$ cat config.mk
export PLATFORM = sky130hd
export DESIGN_NAME = row_boundary_decoder
export DESIGN_NICKNAME = d
export VERILOG_FILES = /design/src/rtl/rbd_pkg.sv /design/src/rtl/rbd_regs.sv /design/src/rtl/rbd_row_attr.sv /design/src/rtl/rbd_lookup.sv /design/src/rtl/row_boundary_decoder.sv
export SDC_FILE = /design/constraint.sdc
export NUM_CORES = 1
export LEC_CHECK = 0
export BUFFER_PORTS_ARGS = -buffer_cell sky130_fd_sc_hd__buf_2
export CAP_MARGIN = 20
export CORE_UTILIZATION = 58
export CTS_BUF_LIST = sky130_fd_sc_hd__clkbuf_8 sky130_fd_sc_hd__clkbuf_16
export DETAILED_ROUTE_END_ITERATION = 10
export PLACE_DENSITY = 0.84
export SYNTH_ARGS = -nofsm -noshare
export SYNTH_HDL_FRONTEND = slang
export SYNTH_SLANG_ARGS = --single-unit
$ cat constraint.sdc
create_clock -name clk_i -period 9.1 [get_ports clk_i]
set_input_delay 0.91 -clock clk_i [delete_from_list [all_inputs] [get_ports clk_i]]
set_output_delay 0.91 -clock clk_i [all_outputs]
set_load 0.02 [all_outputs]
$ cat src/rtl/rbd_pkg.sv
package rbd_pkg;
  typedef enum logic [1:0] {
    ECC_NONE     = 2'd0,
    ECC_SECDED   = 2'd1,
    ECC_S4ECD4ED = 2'd2
  } ecc_mode_e;

  localparam int unsigned GRAN_W         = 2;
  localparam int unsigned GRAN_LSB       = 18;
  localparam int unsigned ECC_LSB        = 20;
  localparam int unsigned DUAL_BIT       = 22;
  localparam int unsigned ATTR_STRIDE    = 4;
  localparam int unsigned ATTR_X4_OFS    = 3;
  localparam int unsigned UNIT_SHIFT     = 13;  // 32 MiB in 4 KiB pages
  localparam int unsigned GRAN_MAX_SHIFT = 3;
endpackage

$ cat src/rtl/rbd_regs.sv
module rbd_regs
  import rbd_pkg::*;
#(
  parameter int unsigned NUM_ROWS = 8,
  parameter int unsigned BND_W    = 8,
  parameter int unsigned DATA_W   = 32,
  localparam int unsigned ADDR_W  = $clog2(NUM_ROWS + 2)
) (
  input  logic                      clk_i,
  input  logic                      rst_ni,
  input  logic                      wr_en_i,
  input  logic [ADDR_W-1:0]         wr_addr_i,
  input  logic [DATA_W-1:0]         wr_data_i,
  output logic [NUM_ROWS*BND_W-1:0] bnd_o,
  output logic [NUM_ROWS-1:0]       x4_o,
  output logic [GRAN_W-1:0]         gran_o,
  output logic [1:0]                ecc_fld_o,
  output logic                      dual_o
);
  localparam logic [ADDR_W-1:0] ATTR_ADDR = ADDR_W'(NUM_ROWS);
  localparam logic [ADDR_W-1:0] MODE_ADDR = ADDR_W'(NUM_ROWS + 1);

  logic unused_wdata;
  assign unused_wdata = ^wr_data_i;

  // only the fields that downstream logic decodes are kept
  for (genvar i = 0; i < NUM_ROWS; i++) begin : g_row
    logic [BND_W-1:0] bnd_q;
    logic             x4_q;
    always_ff @(posedge clk_i or negedge rst_ni) begin
      if (!rst_ni) begin
        bnd_q <= '0;
        x4_q  <= 1'b0;
      end else if (wr_en_i) begin
        if (wr_addr_i == ADDR_W'(i)) bnd_q <= wr_data_i[BND_W-1:0];
        if (wr_addr_i == ATTR_ADDR)  x4_q  <= wr_data_i[ATTR_STRIDE*i + ATTR_X4_OFS];
      end
    end
    assign bnd_o[i*BND_W +: BND_W] = bnd_q;
    assign x4_o[i] = x4_q;
  end

  always_ff @(posedge clk_i or negedge rst_ni) begin
    if (!rst_ni) begin
      gran_o    <= '0;
      ecc_fld_o <= '0;
      dual_o    <= 1'b0;
    end else if (wr_en_i && wr_addr_i == MODE_ADDR) begin
      gran_o    <= wr_data_i[GRAN_LSB +: GRAN_W];
      ecc_fld_o <= wr_data_i[ECC_LSB +: 2];
      dual_o    <= wr_data_i[DUAL_BIT];
    end
  end
endmodule

$ cat src/rtl/rbd_row_attr.sv
module rbd_row_attr
  import rbd_pkg::*;
#(
  parameter int unsigned NUM_ROWS = 8,
  parameter int unsigned BND_W    = 8
) (
  input  logic [NUM_ROWS*BND_W-1:0] bnd_i,
  input  logic [NUM_ROWS-1:0]       x4_i,
  input  logic [1:0]                ecc_fld_i,
  input  logic                      dual_i,
  output logic [NUM_ROWS-1:0]       populated_o,
  output logic [2*NUM_ROWS-1:0]     ecc_mode_o
);
  for (genvar i = 0; i < NUM_ROWS; i++) begin : g_row
    logic [BND_W-1:0] prev;
    ecc_mode_e        mode;
    if (i == 0) begin : g_first
      assign prev = '0;
    end else begin : g_rest
      assign prev = bnd_i[(i-1)*BND_W +: BND_W];
    end
    assign populated_o[i] = bnd_i[i*BND_W +: BND_W] != prev;

    always_comb begin
      if (ecc_fld_i == 2'b00)      mode = ECC_NONE;
      else if (dual_i && x4_i[i])  mode = ECC_S4ECD4ED;
      else                         mode = ECC_SECDED;
    end
    assign ecc_mode_o[2*i +: 2] = mode;
  end
endmodule

$ cat src/rtl/rbd_lookup.sv
module rbd_lookup
  import rbd_pkg::*;
#(
  parameter int unsigned NUM_ROWS = 8,
  parameter int unsigned BND_W    = 8,
  parameter int unsigned PAGE_W   = 22,
  localparam int unsigned ROW_W   = $clog2(NUM_ROWS)
) (
  input  logic [NUM_ROWS*BND_W-1:0] bnd_i,
  input  logic [GRAN_W-1:0]         gran_i,
  input  logic [PAGE_W-1:0]         page_i,
  output logic [ROW_W-1:0]          row_o,
  output logic                      hit_o
);
  localparam int unsigned PG_W  = BND_W + UNIT_SHIFT + GRAN_MAX_SHIFT;
  localparam int unsigned CMP_W = (PG_W > PAGE_W) ? PG_W : PAGE_W;
  localparam int unsigned SHW   = $clog2(CMP_W + 1);

  logic [CMP_W-1:0]    pg;
  logic [CMP_W-1:0]    bpage [NUM_ROWS];
  logic [NUM_ROWS-1:0] match;
  logic [SHW-1:0]      shamt;

  assign pg    = CMP_W'(page_i);
  assign shamt = SHW'(UNIT_SHIFT) + SHW'(gran_i);

  for (genvar i = 0; i < NUM_ROWS; i++) begin : g_cmp
    assign bpage[i] = CMP_W'(bnd_i[i*BND_W +: BND_W]) << shamt;
    // empty rows give an empty window, so they never match
    if (i == 0) begin : g_first
      assign match[i] = pg < bpage[i];
    end else begin : g_rest
      assign match[i] = (pg >= bpage[i-1]) && (pg < bpage[i]);
    end
  end

  always_comb begin
    row_o = '0;
    for (int i = NUM_ROWS - 1; i >= 0; i--) begin
      if (match[i]) row_o = ROW_W'(i);
    end
    hit_o = (|match) && (pg < bpage[NUM_ROWS-1]);
    if (!hit_o) row_o = '0;
  end
endmodule

$ cat src/rtl/row_boundary_decoder.sv
module row_boundary_decoder
  import rbd_pkg::*;
#(
  parameter int unsigned NUM_ROWS = 8,
  parameter int unsigned BND_W    = 8,
  parameter int unsigned PAGE_W   = 22,
  parameter int unsigned DATA_W   = 32,
  localparam int unsigned ADDR_W  = $clog2(NUM_ROWS + 2),
  localparam int unsigned ROW_W   = $clog2(NUM_ROWS)
) (
  input  logic                  clk_i,
  input  logic                  rst_ni,
  input  logic                  wr_en_i,
  input  logic [ADDR_W-1:0]     wr_addr_i,
  input  logic [DATA_W-1:0]     wr_data_i,
  input  logic [PAGE_W-1:0]     page_i,
  output logic [ROW_W-1:0]      row_o,
  output logic                  hit_o,
  output logic [NUM_ROWS-1:0]   populated_o,
  output logic [NUM_ROWS-1:0]   x4_o,
  output logic [2*NUM_ROWS-1:0] ecc_mode_o
);
  logic [NUM_ROWS*BND_W-1:0] bnd;
  logic [GRAN_W-1:0]         gran;
  logic [1:0]                ecc_fld;
  logic                      dual;

  rbd_regs #(.NUM_ROWS(NUM_ROWS), .BND_W(BND_W), .DATA_W(DATA_W)) u_regs (
    .clk_i, .rst_ni, .wr_en_i, .wr_addr_i, .wr_data_i,
    .bnd_o(bnd), .x4_o, .gran_o(gran), .ecc_fld_o(ecc_fld), .dual_o(dual)
  );

  rbd_row_attr #(.NUM_ROWS(NUM_ROWS), .BND_W(BND_W)) u_attr (
    .bnd_i(bnd), .x4_i(x4_o), .ecc_fld_i(ecc_fld), .dual_i(dual),
    .populated_o, .ecc_mode_o
  );

  rbd_lookup #(.NUM_ROWS(NUM_ROWS), .BND_W(BND_W), .PAGE_W(PAGE_W)) u_lookup (
    .bnd_i(bnd), .gran_i(gran), .page_i, .row_o, .hit_o
  );

  AST_MISS_ROW_ZERO: assert property (@(posedge clk_i) disable iff (!rst_ni)
    !hit_o |-> row_o == '0);
  AST_HIT_POPULATED: assert property (@(posedge clk_i) disable iff (!rst_ni)
    hit_o |-> populated_o[row_o]);
  AST_ECC_OFF: assert property (@(posedge clk_i) disable iff (!rst_ni)
    ecc_fld == 2'b00 |-> ecc_mode_o == '0);
  AST_IGNORED_ADDR: assert property (@(posedge clk_i) disable iff (!rst_ni)
    (wr_en_i && int'(wr_addr_i) > NUM_ROWS + 1) |=>
      ($stable(populated_o) && $stable(x4_o) && $stable(ecc_mode_o)));
  for (genvar i = 0; i < NUM_ROWS; i++) begin : g_ast
    AST_S4_NEEDS_DUAL_X4: assert property (@(posedge clk_i) disable iff (!rst_ni)
      ecc_mode_o[2*i +: 2] == 2'd2 |-> (dual && x4_o[i]));
  end
endmodule

* Word-level counts from Yosys, hierarchy flattened
Cells that the tools add are included.
** Storage, ports and cells
- Register bits :: 77
- Input bits :: 61
- Output and inout bits :: 36
- Word-level logic and storage cells :: 114
** Operators by class
- Add/subtract/negate cells :: 1
- Magnitude comparators :: 15
- Equal/unequal tests :: 16
- Shift operators :: 8
- Multiplexer cells :: 25
- Reduce and logical (&&, ||, !) cells :: 30
** Operator list (number)
- $lt A22 B24 Y1 :: 8
- $shl A8 B5 Y24 :: 8
- $ge A22 B24 Y1 :: 7
- $ne A8 B8 Y1 :: 7
- $mux W2 :: 16
- $mux W3 :: 9
- $reduce_and A2 Y1 :: 9
- $logic_and A1 B1 Y1 :: 17
- $eq A4 B3 Y1 const B :: 4
- $eq A4 B2 Y1 const B :: 2
- $eq A4 B4 Y1 const B :: 2
- $reduce_bool A8 Y1 :: 1
- $reduce_or A8 Y1 :: 1
- $add A4 B2 Y5 const A :: 1
- $eq A4 B1 Y1 const B :: 1
- $logic_not A4 Y1 :: 1
- $logic_not A2 Y1 :: 1

* Depth between registers and ports, before layout
- Word-level depth :: 13
- Depth in mapped cells :: 19

* By module
From an unflattened synthesis, not the netlist that was laid out.
** Second synthesis, totals
- Cells, all modules :: 1030
- Area, all modules :: 9429.0 um^2
** Modules (own cells, without submodules)
- rbd_lookup :: instances 1, cells an instance 739, area each 5667.9 um^2, sequential area each 0.0 um^2
- rbd_regs :: instances 1, cells an instance 183, area each 3014.1 um^2, sequential area each 1926.8 um^2
- rbd_row_attr :: instances 1, cells an instance 108, area each 747.0 um^2, sequential area each 0.0 um^2

* Least setup slack after synthesis
Ideal clock, no wire load.
- Path kind :: reg2out
- Start point :: reg u_regs.gran_o[0]
- End point :: out row_o[0]
- Data arrival time :: 4562 ps
- Path slack :: 3628 ps
- Stages on the path, launching flop included :: 18
- Path buffers :: 6
- Cell sequence :: dfrtp_1 ha_1 buf_6 buf_12 buf_2 buf_1 clkbuf_1 buf_1 nor3_1 o21ai_0 ha_1 a21oi_1 o21ai_0 a2111oi_0 a221o_1 and3_1 a2111oi_2 nor4_1
** Between the ends
- Elaborated cells on any way between the ends :: 42
- Classes of those cells :: add/sub (1); order compare (15); shift (8); mux (9); reduce/logical (9)
** RTL lines
- start: declaration :: line rbd_regs.sv:16 : output logic [GRAN_W-1:0] gran_o,
- start signal: assignment :: line rbd_regs.sv:49 : gran_o <= wr_data_i[GRAN_LSB +: GRAN_W];
- $add A4 B2 Y5 * :: line rbd_lookup.sv:25 : assign shamt = SHW'(UNIT_SHIFT) + SHW'(gran_i);
- $shl A8 B5 Y24 :: line rbd_lookup.sv:28 : assign bpage[i] = CMP_W'(bnd_i[i*BND_W +: BND_W]) << shamt;
- $ge A22 B24 Y1 (tied with other cells) :: line rbd_lookup.sv:33 : assign match[i] = (pg >= bpage[i-1]) && (pg < bpage[i]);
- $logic_and A1 B1 Y1 :: line rbd_lookup.sv:33
- $reduce_or A8 Y1 :: line rbd_lookup.sv:42 : hit_o = (|match) && (pg < bpage[NUM_ROWS-1]);
- $logic_and A1 B1 Y1 * :: line rbd_lookup.sv:42
- net hit_o :: line row_boundary_decoder.sv:18 : output logic hit_o,
- $mux W3 * :: line rbd_lookup.sv:43 : if (!hit_o) row_o = '0;
- end: declaration :: line row_boundary_decoder.sv:17 : output logic [ROW_W-1:0] row_o,
The timed path passes the listed nets; every way through them passes the cells marked *.

* Worst setup path after layout
- Start point :: reg u_regs.gran_o[0]
- End point :: out row_o[0]
** Between the ends
- Cells in the longest elaborated chain, start to end :: 13
- Elaborated cells on any way between the ends :: 42
- Classes of those cells :: add/sub (1); order compare (15); shift (8); mux (9); reduce/logical (9)
** RTL lines
- $add A4 B2 Y5 * :: line rbd_lookup.sv:25
- $shl A8 B5 Y24 :: line rbd_lookup.sv:28
- $ge A22 B24 Y1 / $lt A22 B24 Y1 (equally long branches) :: line rbd_lookup.sv:33, rbd_lookup.sv:42
- $logic_and A1 B1 Y1 :: line rbd_lookup.sv:33
- $mux W3 (8 in series) :: line rbd_lookup.sv:40 : if (match[i]) row_o = ROW_W'(i);
- $mux W3 * :: line rbd_lookup.sv:43
Mark *: on every way between the ends. The rest lies on a longest branch, timed or not.

==> flow_summary.yaml <==
clock_tree:
  holdBufCountCts: 0
  tritoncts: "built"
  clk_latency_ps: 340
  clkSinkCount: 77
  h-tree-depth: 3
  cts_made_buffers: 9
  clockBufferDepth: 2
  cts_resized: 0
  path_clk_slew_ps: 60
  root_buffer: "clkbuf_16"
  cts_setup_buffers: 0
worst_setup_path:
  critical_path.most_common_cell: "o21ai_0"
  max_stage_delay_ps: 750
  critPathRequiredTime_ps: 8190
  worstPathCellList: "buf_4, ha_4, buf_4, mux2_2, o21ai_0, mux2_2, ha_1, o21ai_0, o21ai_0, a221oi_1, nand2_1, a221oi_1, a2111oi_2, nor4_1, buf_2"
  crit_path_max_fanout: 74
  cp.buffers_inverters: 3
  crit_family: "compound AO/OA/AOI/OAI gates"
  critical_path_class: "register to primary output"
  cpMaxStageDelayCell: "ha_4"
  worstPathArrival_ps: 5850
  cp-end-kind: "primary output"
  startpoint_type: "register"
power:
  max-vdd-ir-drop_v: 0.000197
  power.density_nw_per_um2: 261
  leakagePower_nw: 4.50
grt:
  antenna_found_initial: 0
  grt_max_degree: 78
  grt_overflow: 0
  grt_usage_pct: 33.2
  grt_pass1_vias: 8077
  grt_pass1_wl_um: 43500
floorplanning:
  io_pins: 97
  core-area_um2: 16000
  std_cell_rows: 46
  die_x_um: 131
  fp.dieH_um: 131
  die_area_um2: 17000
  start_util_pct: 59.9
synth:
  synth_most_common_cell: "ha_1"
  synthArstFlopShare_pct: 100
  syn_inst: 1081
  synthFlopType: "dfrtp_1"
  ys_seq_elements: 77
  synth-edff-count: 0
  synth_top_area_share_pct: 20.1
  yosys-top-cells-area: "dfrtp_1 20%, ha_1 16%, mux2_2 12%"
  yosysTopAreaCell: "dfrtp_1"
  avgSynthCellArea_um2: 8.86
  synth_warnings: 0
  ys_seq_area_share_pct: 20.1
  syn_area_um2: 9580
  synthTopCellsByCount: "122 x ha_1, 107 x nand2_1, 98 x mux2_2"
  ys_types: 66
sta:
  hold_viol_final: 0
  timing.slew.headroom_pct: 30.7
  rsz0062_at_grt: "false"
  worstMarginPinSlew_ps: 1040
  min_period_ps: 6760
  fin_worst_skew_ps: 0
  setup_tns_ps: 0
  fin_crit_sh_pct: 74.3
  fmax_ghz: 0.148
  setup_viol: 0
  slew_violations: 0
detailed_routing:
  routed_via_density: 6.58
  drtAntennaViolNets: 0
  num_vias: 8705
  post-route-drc-count: 0
  wl_per_cell_um: 20.8
  wirelength_um: 27500
  drt_iter0_drc: 835
  firstDrtPassIters: 5
status:
  outcome: "complete, no violations"
run:
  drv_cap: 0
cells_and_area:
  fin_util_pct: 63.9
  area_growth_pct: 6.76
  antenna-diode-count: 0
  nets: 1284
  drive_above_1_share_pct: 21.2
placed_design:
  gp_congestion: 0.993
  portBuffers: 82
  hpwlAfterDp_um: 20800
worst_hold_path:
  min-delay-path-class: "register to register"
logic make-up (layout without fill, tap and decap cells):
logic type	Yosys count	count (layout)	synth area share, %
XOR/XNOR	56	56	5.12
other	1	9	0.0391
AND/OR/NAND/NOR	324	324	16.3
flip-flops	77	77	20.1
AO/OA/AOI/OAI	233	233	15.3
multiplexers	172	172	22.4
buffers and inverters	96	113	4.79
adder cells (fa/ha/maj)	122	122	15.9
metal layers:
metal | vias up | share of wire, % | track usage, %
met3 | 72 | 8.4 | 4.60
met2 | 437 | 44 | 50.2
met4 | 0 | 3.2 | 12.5
met5 | - | 0 | 0
li1 | 4068 | - | -
met1 | 4128 | 44 | 48.0
placed cells by master, fill, tap and decap left out, drive strengths merged, types with 3 or more instances in the layout:
cell / Yosys / routed
mux2i: 51 / 51
nor4: 23 / 23
o21bai: 3 / 3
or2: 6 / 6
or3: 8 / 8
a21oi: 85 / 85
conb: 1 / 9
nand2: 107 / 107
a31oi: 5 / 5
nand4: 20 / 20
nor3b: 3 / 3
ha: 122 / 122
clkbuf: 63 / 10
and3: 11 / 11
a22o: 10 / 10
inv: 7 / 9
a21o: 5 / 5
nor2: 73 / 73
dfrtp: 77 / 77
o211ai: 6 / 6
o21ai: 50 / 50
mux4: 23 / 23
nand3b: 4 / 4
and4: 3 / 3
a221oi: 7 / 7
and2: 14 / 14
a22oi: 14 / 14
buf: 26 / 90
nor2b: 9 / 9
a21boi: 4 / 4
a211oi: 20 / 20
mux2: 98 / 98
nand3: 15 / 15
nor3: 25 / 25
xor2: 56 / 56
final timing paths:
path	from	endpoint	slack, ps	depth (start not counted)
max	u_regs.gran_o[0]$_DFFE_PN0P_	row_o[0]	2340	15
min	u_regs.ecc_fld_o[0]$_DFFE_PN0P_	u_regs.ecc_fld_o[0]$_DFFE_PN0P_	530	1
max reg2reg	u_regs.gran_o[0]$_DFFE_PN0P_	u_regs.gran_o[0]$_DFFE_PN0P_	7700	3
min reg2reg	u_regs.ecc_fld_o[0]$_DFFE_PN0P_	u_regs.ecc_fld_o[0]$_DFFE_PN0P_	530	1
max in group asynchronous	rst_ni	u_regs.gran_o[0]$_DFFE_PN0P_	7750	1
min in group asynchronous	rst_ni	u_regs.g_row[7].x4_q$_DFFE_PN0P_	720	1
report_power, final:
| part | total [W] | switching (W) | internal, W |
|---|---|---|---|
| Clock | 0.000352 | 0.000135 | 0.000217 |
| Combinational | 0.00172 | 0.000978 | 0.000738 |
| Sequential | 0.000606 | 0.000184 | 0.000421 |
sequential cells by signal, summed over array words and instances (netlist names):
signal              count
u_regs.dual_o           1
u_regs.ecc_fld_o        2
u_regs.gran_o           2
u_regs.g_row.x4_q       8
u_regs.g_row.bnd_q     64
layout make-up:
cell class	instances	area, µm²
multi-input cells	916	7240
inverters	7	26.3
clock buffers	10	239
clock inverters	6	55.1
repair buffers	90	473
fillers	1363	5770
flip-flops and latches	77	1930
well taps	216	270
per-stage QoR:
stage / hold slack [ps] / total power [W] / instances / instance area [µm²] / worst slack (ps)
finish: 534 / 0.00267 / 1322 / 10200 / 2340
global route: 567 / 0.00287 / 1322 / 10200 / 2020
detailed placement: 521 / 0.00226 / 1306 / 9940 / 2820
CTS: 537 / 0.00263 / 1322 / 10200 / 2440
floorplan: 496 / 0.00187 / 1089 / 9610 / 3630
global placement: 508 / 0.00220 / 1306 / 9940 / 2910
Note: power is estimated with default switching activity, not from simulation.
